## src/rtl/wip_pkg.sv

```systemverilog
package wip_pkg;
  // Frame states of the serial target.
  typedef enum logic [2:0] {
    ST_IDLE,   // ignoring the bus until a start
    ST_RX,     // shifting in an address or data byte
    ST_ACK,    // pulling SDA low for the ninth clock
    ST_TX,     // shifting out the register
    ST_MACK    // listening for the master acknowledge
  } wip_state_e;
endpackage

```

## src/rtl/wip_line_sync.sv

```systemverilog
module wip_line_sync #(
  parameter int STAGES = 2
) (
  input  logic clk,
  input  logic rst_n,
  input  logic line_i,
  output logic lvl_o,
  output logic rise_o,
  output logic fall_o
);
  logic [STAGES-1:0] chain_q;
  logic              last_q;

  always_ff @(posedge clk or negedge rst_n) begin
    if (!rst_n) begin
      chain_q <= '1;
      last_q  <= 1'b1;
    end else begin
      chain_q <= {chain_q[STAGES-2:0], line_i};
      last_q  <= chain_q[STAGES-1];
    end
  end

  assign lvl_o  = chain_q[STAGES-1];
  assign rise_o = chain_q[STAGES-1] & ~last_q;
  assign fall_o = ~chain_q[STAGES-1] & last_q;
endmodule

```

## src/rtl/wip_frame_fsm.sv

```systemverilog
module wip_frame_fsm
  import wip_pkg::*;
#(
  parameter int DW = 7
) (
  input  logic          clk,
  input  logic          rst_n,
  input  logic          scl_lvl,
  input  logic          scl_rise,
  input  logic          scl_fall,
  input  logic          sda_lvl,
  input  logic          sda_rise,
  input  logic          sda_fall,
  input  logic [6:0]    my_addr,
  input  logic [DW-1:0] cur_code,
  output logic          sda_oe,
  output logic          wr_valid,
  output logic [DW-1:0] wr_code
);
  localparam int BW = DW + 1;
  localparam int CW = $clog2(BW + 1);
  localparam logic [CW-1:0] FULL = CW'(BW);

  wip_state_e     st;
  logic [BW-1:0]  shreg;
  logic [CW-1:0]  cnt;
  logic           data_ph;
  logic           rd_mode;
  logic           mack;

  logic start_ev, stop_ev;
  assign start_ev = scl_lvl & sda_fall;
  assign stop_ev  = scl_lvl & sda_rise;

  always_ff @(posedge clk or negedge rst_n) begin
    if (!rst_n) begin
      st       <= ST_IDLE;
      shreg    <= '0;
      cnt      <= '0;
      data_ph  <= 1'b0;
      rd_mode  <= 1'b0;
      mack     <= 1'b0;
      wr_valid <= 1'b0;
      wr_code  <= '0;
    end else begin
      wr_valid <= 1'b0;
      if (start_ev) begin
        st      <= ST_RX;
        cnt     <= '0;
        data_ph <= 1'b0;
      end else if (stop_ev) begin
        st <= ST_IDLE;
      end else begin
        case (st)
          ST_RX: begin
            if (scl_rise) begin
              shreg <= {shreg[BW-2:0], sda_lvl};
              cnt   <= cnt + 1'b1;
            end else if (scl_fall && cnt == FULL) begin
              cnt <= '0;
              if (data_ph) begin
                st <= ST_ACK;
              end else if (shreg[BW-1:1] == my_addr) begin
                st      <= ST_ACK;
                rd_mode <= shreg[0];
              end else begin
                st <= ST_IDLE;
              end
            end
          end
          ST_ACK: begin
            if (scl_fall) begin
              if (!data_ph) begin
                data_ph <= 1'b1;
                if (rd_mode) begin
                  st    <= ST_TX;
                  shreg <= {1'b0, cur_code};
                  cnt   <= '0;
                end else begin
                  st <= ST_RX;
                end
              end else begin
                wr_valid <= 1'b1;
                wr_code  <= shreg[DW-1:0];
                st       <= ST_RX;
              end
            end
          end
          ST_TX: begin
            if (scl_rise) begin
              cnt <= cnt + 1'b1;
            end else if (scl_fall) begin
              if (cnt == FULL) st <= ST_MACK;
              else shreg <= {shreg[BW-2:0], 1'b0};
            end
          end
          ST_MACK: begin
            if (scl_rise) begin
              mack <= ~sda_lvl;
            end else if (scl_fall) begin
              if (mack) begin
                st    <= ST_TX;
                shreg <= {1'b0, cur_code};
                cnt   <= '0;
              end else begin
                st <= ST_IDLE;
              end
            end
          end
          default: st <= ST_IDLE;
        endcase
      end
    end
  end

  assign sda_oe = (st == ST_ACK) | ((st == ST_TX) & ~shreg[BW-1]);


  restart_rx_chk: assert property (@(posedge clk) disable iff (!rst_n)
    start_ev |=> (st == ST_RX && cnt == '0 && !data_ph));


  stop_release_chk: assert property (@(posedge clk) disable iff (!rst_n)
    stop_ev |=> !sda_oe);


  sda_low_phase_chk: assert property (@(posedge clk) disable iff (!rst_n)
    ((sda_oe != $past(sda_oe)) && !$past(start_ev || stop_ev)) |-> !scl_lvl);
endmodule

```

## src/rtl/wiper_i2c_target.sv

```systemverilog
module wiper_i2c_target #(
  parameter int         CODE_W      = 7,
  parameter int         SYNC_STAGES = 2,
  parameter logic [6:0] ADDR_MAIN   = 7'h2E,
  parameter logic [6:0] ADDR_ALT1   = 7'h1F,
  parameter logic [6:0] ADDR_ALT2   = 7'h1E
) (
  input  logic              clk,
  input  logic              rst_n,
  input  logic              scl_i,
  input  logic              sda_i,
  input  logic [1:0]        addr_sel,
  output logic              sda_oe,
  output logic [CODE_W-1:0] wiper,
  output logic              wiper_upd
);
  localparam logic [CODE_W-1:0] MID_CODE = CODE_W'(1) << (CODE_W - 1);

  logic scl_lvl, scl_rise, scl_fall;
  logic sda_lvl, sda_rise, sda_fall;
  logic [6:0] my_addr;
  logic              wr_valid;
  logic [CODE_W-1:0] wr_code;

  wip_line_sync #(.STAGES(SYNC_STAGES)) u_scl_sync (
    .clk(clk), .rst_n(rst_n), .line_i(scl_i),
    .lvl_o(scl_lvl), .rise_o(scl_rise), .fall_o(scl_fall)
  );

  wip_line_sync #(.STAGES(SYNC_STAGES)) u_sda_sync (
    .clk(clk), .rst_n(rst_n), .line_i(sda_i),
    .lvl_o(sda_lvl), .rise_o(sda_rise), .fall_o(sda_fall)
  );

  always_comb begin
    case (addr_sel)
      2'd1:    my_addr = ADDR_ALT1;
      2'd2:    my_addr = ADDR_ALT2;
      default: my_addr = ADDR_MAIN;
    endcase
  end

  wip_frame_fsm #(.DW(CODE_W)) u_fsm (
    .clk(clk), .rst_n(rst_n),
    .scl_lvl(scl_lvl), .scl_rise(scl_rise), .scl_fall(scl_fall),
    .sda_lvl(sda_lvl), .sda_rise(sda_rise), .sda_fall(sda_fall),
    .my_addr(my_addr), .cur_code(wiper),
    .sda_oe(sda_oe), .wr_valid(wr_valid), .wr_code(wr_code)
  );

  always_ff @(posedge clk or negedge rst_n) begin
    if (!rst_n) begin
      wiper     <= MID_CODE;
      wiper_upd <= 1'b0;
    end else begin
      wiper_upd <= wr_valid;
      if (wr_valid) wiper <= wr_code;
    end
  end


  upd_single_chk: assert property (@(posedge clk) disable iff (!rst_n)
    wiper_upd |=> !wiper_upd);


  change_needs_upd_chk: assert property (@(posedge clk) disable iff (!rst_n)
    (wiper != $past(wiper)) |-> wiper_upd);
endmodule

```

## config.mk

```make
export PLATFORM = sky130hd
export DESIGN_NAME = wiper_i2c_target
export DESIGN_NICKNAME = d
export VERILOG_FILES = /design/src/rtl/wip_pkg.sv /design/src/rtl/wip_line_sync.sv /design/src/rtl/wip_frame_fsm.sv /design/src/rtl/wiper_i2c_target.sv
export SDC_FILE = /design/constraint.sdc
export NUM_CORES = 1
export LEC_CHECK = 0
export ABC_CLOCK_PERIOD_IN_PS = 1610
export BUFFER_PORTS_ARGS = -buffer_cell sky130_fd_sc_hd__buf_2
export CAP_MARGIN = 15
export CORE_AREA = 2 2 64 66
export CTS_BUF_LIST = sky130_fd_sc_hd__clkbuf_2 sky130_fd_sc_hd__clkbuf_4 sky130_fd_sc_hd__clkbuf_8
export DETAILED_ROUTE_END_ITERATION = 8
export DIE_AREA = 0 0 66 68
export GPL_TIMING_DRIVEN = 0
export PLACE_DENSITY = 0.76
export SLEW_MARGIN = 20
export SYNTH_ARGS = -nofsm -noshare
export SYNTH_HDL_FRONTEND = slang
export SYNTH_SLANG_ARGS = --single-unit
export TNS_END_PERCENT = 50
```

## constraint.sdc

```tcl
create_clock -name clk -period 1.61 [get_ports clk]
set_input_delay 0.322 -clock clk [delete_from_list [all_inputs] [get_ports clk]]
set_output_delay 0.322 -clock clk [all_outputs]
set_load 0.03 [all_outputs]
```

==> key figures, run 1 <==
GRT
  • Largest net degree at the start of global routing: 41
  • Vias in the first global route: 1393
  • First-pass GRT wire length: around 6.8 mm
  • Grt ovf: 0
  • Total track usage: 0.2060
  • Initial antenna violation count: 0

Min path
  • Hold_sp: sda_i
  • Hold Path Sink: u_sda_sync.chain_q[0]$_DFF_PN1_
  • Hold Path Class: primary input to flip-flop
  • Hold Path Depth: 1

Logic synthesis
  • Mapped Nets: roughly 180
  • Top-area cell type share of the netlist area: 0.4039
  • Top cells by area, synth: dfrtp_1 (40%), mux2_1 (12%), dfstp_2 (9.0%)
  • Synth area leader: dfrtp_1
  • Most common cell in the netlist: dfrtp_1
  • Synth Flop Type: dfrtp_1
  • Gate Count Post-Synth: roughly 170
  • Synth cell types: between 40 and 50
  • #FFs+latches synth: 40
  • Synth warn: 0
  • Sequential share of the synthesized area: 0.4939
  • Mapped Area: 0.002044 mm^2
  • Syn_area_per_cell: 12.10 um^2
  • Post-synth EDFFs: 0
  • Post-synth ARST share: 1.000
  • Synth top cells by count: dfrtp_1 (33), mux2_1 (21), nor2_1 (11), nand2_1 (10)

Place
  • PortBufs: 14
  • Final HPWL DP: between 2 and 3 mm
  • Gpl congestion: approximately 0.95
  • Setup slack at placement: -358.1 ps

Layout
  • Fillers: 294
  • Layout area overhead: 25.15%
  • Number of diodes: 0
  • Nets@finish: about 210
  • Share of cells above drive strength 1: 0.4069

Timing
  • Max Slew Vio Count: 0
  • Fin crit share: 1.109
  • Final Hold Fails: 0
  • Worst hold margin: ~120 ps
  • Top achievable clock speed: ~560 MHz
  • Endpoints failing setup: 19
  • Setup TNS: -2115 ps
  • Clk_skew: between 9 and 10 ps
  • Max_slew headroom: 0.4166
  • RSZ-0062 raised after global routing: true
  • Final min period: about 1800 ps
  • Tightest Pin Transition: about 880 ps
  • Setup WS post-layout: -175.7 ps

Clock tree
  • CTS max path bufs: 2
  • CTS Sinks: 40
  • Clk_lat worst skew: around 300 ps
  • TritonCTS clock tree: built
  • CTS H-tree depth: 2
  • Root Buffer Master: clkbuf_8
  • Total CTS buffers: 5
  • Worst-path clk slew: 70 ps

Routing
  • Vias after detailed routing: roughly 1400
  • Antenna-violating nets left: 0
  • Drt drc: 0
  • Drt via density: 5.657
  • Routed wire per std cell: about 17 um
  • DRT Wirelength: roughly 4.2 mm
  • First drt pass iteration count: 4
  • Initial DRC Count: 43

Outcome
  • Outcome: complete, but fails checks
  • Violated checks: setup timing

Setup path
  • CP peak stage delay: about 540 ps
  • CP Launch Type: flip-flop
  • RR Startpoint: u_scl_sync.chain_q[1]$_DFF_PN1_
  • Cells on worst reg2reg path: 6
  • Req. time, crit path: between 1500 and 2000 ps
  • WP buf/inv: 2
  • Critical Path Sink Type: flip-flop
  • CP max-delay cell: dfstp_2
  • Reg2reg setup slack: -180 ps
  • Crit Path Max Fanout: 8
  • Kind of critical path: flip-flop to flip-flop
  • R2R Path End: u_fsm.shreg[3]$_DFFE_PN0P_
  • Crit path cell chain: buf_6 > nor2b_4 > a32o_2 > o211ai_4 > buf_12 > mux2_4
  • Crit-path leading delay family: flip-flops
  • Crit path DAT: around 2000 ps

Floorplan
  • Core area: approximately 0.0039 mm^2
  • I/O Pins: 15
  • DIE AREA: 0.004488 mm^2
  • Initial Utilization: 0.5302
  • Row count: 23
  • Die Ht: approximately 68 um
  • Die width: about 66 um

Power
  • Comb pwr share: 0.221
  • Overall power: 2.787 mW
  • Net load switching power: approximately 0.74 mW
  • Static leakage: ~1.2 nW
  • Pwr Density: 1089 mW/mm^2
  • Internal: 2.050 mW
  • Peak supply drop: about 0.95 mV
  • Switch share: 0.2644
  • Register share of total power: 0.453
  • Clock power frac: 0.326

Run
  • Max-cap viol count: 0
==> worst register-to-register path, stage by stage, from the launching register on <==
cell and delay [ps]:
dfstp_2 540, buf_6 150, nor2b_4 60, a32o_2 280
o211ai_4 180, buf_12 160, mux2_4 300
==> layout by cell type (no fill, tap or decap), types with 4 or more instances in the layout <==
cell type and count:
buf_4 12, mux2_4 9, nand2_1 9, buf_6 5, nand3_1 5, mux2_1 20
dfstp_2 7, inv_1 8, nor2_1 10, dfrtp_1 31, clkbuf_8 7, buf_2 13
nand3b_1 4
==> per-stage QoR <==
step	cells	util	cell area [um^2]
2_1_floorplan	169	-	2047
3_3_place_gp	233	0.5652	2180
3_5_place_dp	233	0.5652	2180
4_1_cts	247	0.6363	2454
5_1_grt	254	0.6635	2559
6_report	254	0.6635	2559
==> cell families (layout without fill, tap and decap cells) <==
group                      Yosys count  in the layout  share of synthesized area
AOI/OAI and AO/OA                   29             29                     0.1224
xor gates and xnor gates             2              2                   0.008569
adders and majority gates            3              3                    0.01836
buffers and inverters               16             51                    0.03672
DFF                                 40             40                     0.4939
muxes                               31             31                     0.1842
and+or+nand+nor                     48             48                     0.1359
==> state kept, by name, summed over array words and instances, names as in the netlist <==
register / flops
u_fsm.wr_code: 7
u_scl_sync.last_q: 1
u_fsm.mack: 1
u_scl_sync.chain_q: 2
u_fsm.wr_valid: 1
u_fsm.cnt: 4
wiper: 7
u_sda_sync.last_q: 1
u_fsm.st: 3
u_sda_sync.chain_q: 2
u_fsm.rd_mode: 1
u_fsm.data_ph: 1
u_fsm.shreg: 8
wiper_upd: 1
==> final cells by class <==
class	instances	area, um^2	share of cell area
clock buffer	7	96.34	0.03765
tap	50	62.56	0.02445
timing repair buffer	27	198.9	0.07775
inverter	10	37.54	0.01467
clock inverter	1	30.03	0.01174
multi-input combinational	113	1065	0.4161
buffer	6	56.30	0.02200
sequential	40	1012	0.3956
==> layer usage <==
metal / global-route usage / share of wire / vias to the layer above
met3: 0.04934 / 0.028 / 8
met5: 0 / 0 / -
met4: 0.07143 / 0.017 / 0
li1: - / - / 676
met2: 0.3472 / 0.51 / 21
met1: 0.2623 / 0.44 / 732
==> power groups by stage <==
stage	clock (mW)	combinational, mW	sequential (mW)
global placement	0	0.473	1.27
CTS	0.913	0.571	1.26
detailed placement	0	0.502	1.28
floorplan	0	0.421	1.23
global route	0.972	0.655	1.29
finish	0.909	0.616	1.26
==> what timing repair did <==
| item | CTS | global route |
|---|---|---|
| setup endpoints to repair | 21 | 21 |
| pin swaps | 6 | 6 |
| hold buffers | 0 | 0 |
| endpoints found under the hold margin | 0 | 0 |
| setup buffers | 6 | 7 |
| resized for setup | 19 | 11 |
==> how the worst max path moves through the flow <==
stage                                                from  slack (ps)  cells past startpoint                         end
after floorplan           u_scl_sync.chain_q[1]$_DFF_PN1_        -150                      5  u_fsm.shreg[0]$_DFFE_PN0P_
after global placement            u_fsm.st[1]$_DFFE_PN0P_        -290                      6  u_fsm.shreg[1]$_DFFE_PN0P_
after detailed placement         u_fsm.cnt[0]$_DFFE_PN0P_        -360                      7  u_fsm.shreg[0]$_DFFE_PN0P_
after CTS                 u_scl_sync.chain_q[1]$_DFF_PN1_        -160                      6  u_fsm.shreg[1]$_DFFE_PN0P_
after global routing          u_scl_sync.last_q$_DFF_PN1_        -230                      5    u_fsm.cnt[2]$_DFFE_PN0P_
final                     u_scl_sync.chain_q[1]$_DFF_PN1_        -180                      6  u_fsm.shreg[3]$_DFFE_PN0P_
(Power assumes the default switching activity.)
==> run 2: changes to the inputs <==
--- a/config.mk
+++ b/config.mk
@@ -7,12 +7,12 @@
 export LEC_CHECK = 0
 export ABC_CLOCK_PERIOD_IN_PS = 1610
 export BUFFER_PORTS_ARGS = -buffer_cell sky130_fd_sc_hd__buf_2
-export CAP_MARGIN = 15
 export CORE_AREA = 2 2 64 66
 export CTS_BUF_LIST = sky130_fd_sc_hd__clkbuf_2 sky130_fd_sc_hd__clkbuf_4 sky130_fd_sc_hd__clkbuf_8
 export DETAILED_ROUTE_END_ITERATION = 8
 export DIE_AREA = 0 0 66 68
 export GPL_TIMING_DRIVEN = 0
+export MAX_ROUTING_LAYER = met4
 export PLACE_DENSITY = 0.76
 export SLEW_MARGIN = 20
 export SYNTH_ARGS = -nofsm -noshare
==> key figures, run 2 (synthesis gave the netlist of run 1 again) <==
Outcome
  • Outcome: complete, but fails checks
  • Violated checks: setup timing

Floorplan
  • Die width: 66 um
  • I/O Pins: 15
  • Row count: 23
  • Die Ht: 68 um
  • Initial Utilization: 0.5302
  • Core area: between 0.003 and 0.004 mm^2
  • DIE AREA: 0.004488 mm^2

Power
  • Static leakage: 1.183 nW
  • Clock power frac: 0.273
  • Comb pwr share: 0.240
  • Switch share: 0.2763
  • Pwr Density: 1034 mW/mm^2
  • Peak supply drop: approximately 0.78 mV
  • Register share of total power: 0.487
  • Net load switching power: between 0.7 and 0.8 mW
  • Internal: about 1.9 mW

GRT
  • First-pass GRT wire length: 6.582 mm
  • Total track usage: 0.2055
  • Initial antenna violation count: 0
  • Vias in the first global route: between 1000 and 1500
  • Grt ovf: 0
  • Largest net degree at the start of global routing: between 40 and 50

Layout
  • Number of diodes: 0
  • Share of cells above drive strength 1: 0.4167
  • Reg with most FFs: u_fsm.shreg
  • Max FFs per register: 8
  • Final Util: 0.6515
  • Commonest non-fill, non-tap cell in the layout: dfrtp_1
  • Biggest regs: u_fsm.shreg: 8 flops, u_fsm.wr_code: 7 flops, wiper: 7 flops
  • Layout area overhead: 22.89%
  • Fillers: roughly 300
  • Most frequent cells in the layout: dfrtp_1 (32), mux2_1 (18), buf_2 (15)
  • Nets@finish: between 200 and 250

Timing
  • Max_slew headroom: 0.4188
  • Tightest Pin Transition: 871.8 ps
  • Endpoints failing setup: 15
  • Max Slew Vio Count: 0
  • Clk_skew: 6.875 ps
  • Setup WS post-layout: -179.4 ps
  • Final Hold Fails: 0
  • Fin crit share: 1.111
  • Top achievable clock speed: between 500 and 600 MHz
  • Worst hold margin: approximately 120 ps
  • RSZ-0062 raised after global routing: true
  • Final min period: between 1500 and 2000 ps

Clock tree
  • Root Buffer Master: clkbuf_8
  • Clk_lat worst skew: ~290 ps
  • CTS Sinks: 40
  • CTS max path bufs: 2
  • Worst-path clk slew: ~80 ps
  • TritonCTS clock tree: built
  • Total CTS buffers: 5
  • CTS H-tree depth: 2

Setup path
  • CP Launch Type: flip-flop
  • Crit-path leading delay family: flip-flops
  • Crit path cell chain: or3b_4 > o2111ai_4 > o311ai_4 > buf_4 > nand2_2 > o211ai_1
  • R2R Path End: u_fsm.cnt[3]$_DFFE_PN0P_
  • Crit Path Max Fanout: 6
  • CP peak stage delay: roughly 600 ps
  • Cells on worst reg2reg path: 6
  • Critical Path Sink Type: flip-flop
  • Crit path DAT: just under 2000 ps
  • Stages on worst setup path: 6
  • RR Startpoint: u_scl_sync.last_q$_DFF_PN1_
  • Kind of critical path: flip-flop to flip-flop
  • CP max-delay cell: dfstp_2
  • Crit path capture: u_fsm.cnt[3]$_DFFE_PN0P_
  • Req. time, crit path: about 1800 ps
  • Reg2reg setup slack: -180 ps
  • WP buf/inv: 1
  • CP startpoint: u_scl_sync.last_q$_DFF_PN1_

Routing
  • Vias after detailed routing: between 1000 and 1500
  • Drt drc: 0
  • First drt pass iteration count: 4
  • Antenna-violating nets left: 0
  • Routed wire per std cell: ~16 um
  • DRT Wirelength: approximately 4 mm
  • Initial DRC Count: 35
  • Drt via density: 5.374

Place
  • Setup slack at placement: -310.6 ps
  • PortBufs: 14
  • Final HPWL DP: between 2 and 3 mm
  • Gpl congestion: ~0.94

Min path
  • Hold Path Class: primary input to flip-flop

Run
  • Max-cap viol count: 0
-- run 2: routing by layer --
metal	global-route usage	routed length, um	share of wire
met5	-	0	0
met4	0.06122	43	0.010
met3	0.04441	115	0.028
met2	0.3359	2069	0.50
met1	0.2598	1871	0.46
-- run 2: timing repair --
action	in CTS	in global routing
gates cloned	1	0
endpoints found under the setup margin	21	21
hold buffers	0	0
pin swaps	7	5
setup buffers	9	3
gates resized for setup	20	11
-- run 2: worst min path at each step --
stage | startpoint | end | cells after the start
4_1_cts | scl_i | u_scl_sync.chain_q[0]$_DFF_PN1_ | 1
2_1_floorplan | rst_n | u_fsm.cnt[0]$_DFFE_PN0P_ | 0
6_report | scl_i | u_scl_sync.chain_q[0]$_DFF_PN1_ | 1
3_5_place_dp | u_scl_sync.chain_q[0]$_DFF_PN1_ | u_scl_sync.chain_q[1]$_DFF_PN1_ | 0
5_1_grt | sda_i | u_sda_sync.chain_q[0]$_DFF_PN1_ | 1
3_3_place_gp | u_scl_sync.chain_q[0]$_DFF_PN1_ | u_scl_sync.chain_q[1]$_DFF_PN1_ | 0
-- run 2: layout make-up --
type,count,area [um^2],area share
Multi-Input combinational cell,113,1066,0.4243
Clock buffer,7,90.09,0.03586
Sequential cell,40,1011,0.4024
Tap cell,50,62.56,0.02490
Inverter,10,37.54,0.01494
Clock inverter,1,7.507,0.002988
Buffer,6,50.05,0.01992
Timing Repair Buffer,27,187.7,0.07470
-- run 2: through the flow --
| stage | total power [mW] | instance area (um^2) | std cells | TNS (ps) |
|---|---|---|---|---|
| after global placement | 1.743 | 2180 | 233 | -3385 |
| final | 2.599 | 2512 | 254 | -1890 |
| after CTS | 2.578 | 2439 | 251 | -1920 |
| after detailed placement | 1.788 | 2180 | 233 | -4294 |
| after global routing | 2.731 | 2512 | 254 | -3174 |
| after floorplan | 1.654 | 2047 | 169 | -1296 |
-- run 2: power groups by stage --
| stage | Clock, mW | Sequential, mW | Combinational, mW |
|---|---|---|---|
| 2_1_floorplan | 0 | 1.23 | 0.421 |
| 3_3_place_gp | 0 | 1.27 | 0.474 |
| 3_5_place_dp | 0 | 1.28 | 0.507 |
| 4_1_cts | 0.725 | 1.26 | 0.590 |
| 5_1_grt | 0.775 | 1.28 | 0.674 |
| 6_report | 0.710 | 1.27 | 0.624 |
==> run 3: changes to the inputs <==
--- a/config.mk
+++ b/config.mk
@@ -7,13 +7,16 @@
 export LEC_CHECK = 0
 export ABC_CLOCK_PERIOD_IN_PS = 1610
 export BUFFER_PORTS_ARGS = -buffer_cell sky130_fd_sc_hd__buf_2
-export CORE_AREA = 2 2 64 66
+export CELL_PAD_IN_SITES_DETAIL_PLACEMENT = 0
+export CELL_PAD_IN_SITES_GLOBAL_PLACEMENT = 1
+export CORE_AREA = 2 2 71 73
 export CTS_BUF_LIST = sky130_fd_sc_hd__clkbuf_2 sky130_fd_sc_hd__clkbuf_4 sky130_fd_sc_hd__clkbuf_8
 export DETAILED_ROUTE_END_ITERATION = 8
-export DIE_AREA = 0 0 66 68
+export DIE_AREA = 0 0 73 75
 export GPL_TIMING_DRIVEN = 0
 export MAX_ROUTING_LAYER = met4
-export PLACE_DENSITY = 0.76
+export PLACE_DENSITY_LB_ADDON = 0.1
+export RECOVER_POWER = 100
 export SLEW_MARGIN = 20
 export SYNTH_ARGS = -nofsm -noshare
 export SYNTH_HDL_FRONTEND = slang
==> key figures, run 3 (synthesis gave the netlist of run 1 again) <==
GRT
  • GRT met3 Usage: 0.04284
  • Largest net degree at the start of global routing: 41
  • Total track usage: 0.1840
  • Grt ovf: 0
  • Initial antenna violation count: 0
  • Busiest layer in global routing: met2
  • First-pass GRT wire length: 7.327 mm
  • Met1 Use GR: 0.2335
  • Met2 GRT Util: 0.2923
  • Vias in the first global route: about 1500

Layout
  • Biggest regs: u_fsm.shreg: 8 flops, u_fsm.wr_code: 7 flops, wiper: 7 flops
  • Max FFs per register: 8
  • Final Util: 0.5361
  • Final std cells w/o fill: ~260
  • Fillers: around 420
  • Footprint of the multi-input gates: about 0.0011 mm^2
  • Reg area: roughly 0.0010 mm^2
  • Reg with most FFs: u_fsm.shreg
  • Commonest non-fill, non-tap cell in the layout: dfrtp_1
  • Number of diodes: 0
  • Nets@finish: ~210
  • Layout area overhead: 22.22%
  • Share of cells above drive strength 1: 0.3529
  • Final Cell Area: approximately 0.0025 mm^2
  • Most frequent cells in the layout: dfrtp_1 (32), mux2_1 (21), buf_4 (11)

Place
  • Dpl cell area: 0.002185 mm^2
  • Placed insts: approximately 240
  • PortBufs: 14
  • Final HPWL DP: about 2.8 mm
  • Gpl congestion: ~0.83
  • Setup slack at placement: -367.8 ps

Routing
  • Antenna-violating nets left: 0
  • Drt drc: 0
  • Routed wire per std cell: 16.34 um
  • First drt pass iteration count: 4
  • DRT Wirelength: around 4.2 mm
  • Vias after detailed routing: 1437
  • Initial DRC Count: ~120
  • Drt via density: 5.570

Setup path
  • WP buf/inv: 3
  • Crit path DAT: a little under 2000 ps
  • Req. time, crit path: approximately 1800 ps
  • Stages on worst setup path: 8
  • Cells on worst reg2reg path: 8
  • Crit Path Max Fanout: 4
  • CP Launch Type: flip-flop
  • CP max-delay cell: dfrtp_1
  • Crit path cell chain: inv_1 > ha_1 > nand3b_1 > clkbuf_1 > buf_4 > nor2_4 > nand4_1 > mux2_1
  • Crit-path leading delay family: flip-flops
  • Reg2reg setup slack: -180 ps
  • RR Startpoint: u_fsm.cnt[1]$_DFFE_PN0P_
  • CP peak stage delay: about 420 ps
  • Critical Path Sink Type: flip-flop
  • Kind of critical path: flip-flop to flip-flop
  • R2R Path End: u_fsm.rd_mode$_DFFE_PN0P_

Floorplan
  • DIE AREA: ~0.0055 mm^2
  • I/O Pins: 15
  • Die Ht: ~75 um
  • Row count: 25
  • Core area: around 0.0047 mm^2
  • Die width: ~73 um
  • Initial Utilization: 0.4387

Timing
  • Max_slew headroom: 0.3492
  • Clk_skew: 7.619 ps
  • Top achievable clock speed: 559.7 MHz
  • RSZ-0062 raised after global routing: true
  • Setup TNS: -2303 ps
  • Tightest Pin Transition: 976.3 ps
  • Final Hold Fails: 0
  • Endpoints failing setup: 22
  • Final min period: roughly 1800 ps
  • Worst hold margin: ~130 ps
  • Max Slew Vio Count: 0
  • Fin crit share: 1.110
  • Setup WS post-layout: -176.5 ps

Outcome
  • Outcome: complete, but fails checks
  • Violated checks: setup timing

Clock tree
  • Clk_lat worst skew: between 200 and 300 ps
  • CTS max path bufs: 2
  • CTS H-tree depth: 2
  • TritonCTS clock tree: built
  • Root Buffer Master: clkbuf_8
  • Worst-path clk slew: approximately 70 ps
  • Total CTS buffers: 5
  • CTS Sinks: 40
  • Cts hold-fix bufs: 0

Min path
  • Hold Path Sink: u_sda_sync.chain_q[0]$_DFF_PN1_
  • Hold Path Depth: 1
  • Hold_sp: sda_i
  • Hold Path Class: primary input to flip-flop

Power
  • Overall power: 2.517 mW
  • Static leakage: about 1.1 nW
  • Pwr Density: approximately 1000 mW/mm^2
  • Peak supply drop: 0.6445 mV

Run
  • Max-cap viol count: 0
==> run 3: cell types whose count changed in the layout (fill, tap and decap cells not counted), sizes merged <==
cell | previous run | this run
buf | 32 | 22
clkbuf | 8 | 18
clkinvlp | 1 | 0
clkinv | 0 | 1
==> run 3: worst reg2reg max path: stages, from the launching register on <==
cell and delay, ps:
dfrtp_1 420, inv_1 70, ha_1 130, nand3b_1 140, clkbuf_1 170, buf_4 170, nor2_4 130, nand4_1 120
mux2_1 320
==> run 3: power breakdown <==
part | switching, mW | internal (mW)
clock | 0.337 | 0.338
sequential | 0.132 | 1.13
combinational | 0.234 | 0.343
==> run 3: layer usage <==
layer / share of wire / up-vias
met3: 0.047 / 9
met1: 0.43 / 714
li1: - / 674
met2: 0.50 / 40
met5: 0 / -
met4: 0.016 / 0
==> run 3: how the worst max path moves through the flow <==
stage                                     from                          to  slack [ps]
6_report              u_fsm.cnt[1]$_DFFE_PN0P_   u_fsm.rd_mode$_DFFE_PN0P_        -180
5_1_grt        u_scl_sync.chain_q[1]$_DFF_PN1_  u_fsm.shreg[1]$_DFFE_PN0P_        -240
4_1_cts        u_scl_sync.chain_q[1]$_DFF_PN1_  u_fsm.shreg[3]$_DFFE_PN0P_        -160
3_5_place_dp           u_fsm.st[1]$_DFFE_PN0P_  u_fsm.shreg[5]$_DFFE_PN0P_        -370
3_3_place_gp           u_fsm.st[1]$_DFFE_PN0P_  u_fsm.shreg[2]$_DFFE_PN0P_        -350
2_1_floorplan  u_scl_sync.chain_q[1]$_DFF_PN1_  u_fsm.shreg[0]$_DFFE_PN0P_        -150
==> run 3: final cells by class <==
| cell class | instances | area share |
|---|---|---|
| clock buffers | 7 | 0.03355 |
| multi-input cells | 113 | 0.4236 |
| inverters | 10 | 0.01502 |
| well taps | 54 | 0.02704 |
| plain buffers | 6 | 0.02103 |
| repair buffers | 27 | 0.07311 |
| flip-flops and latches | 40 | 0.4046 |
| clock inverters | 1 | 0.002003 |
==> run 3: repair_timing <==
item | CTS | global route
gates cloned | 1 | 0
buffers inserted | 8 | 4
endpoints found under the setup margin | 21 | 23
pin swaps | 7 | 5
gates resized for setup | 20 | 8
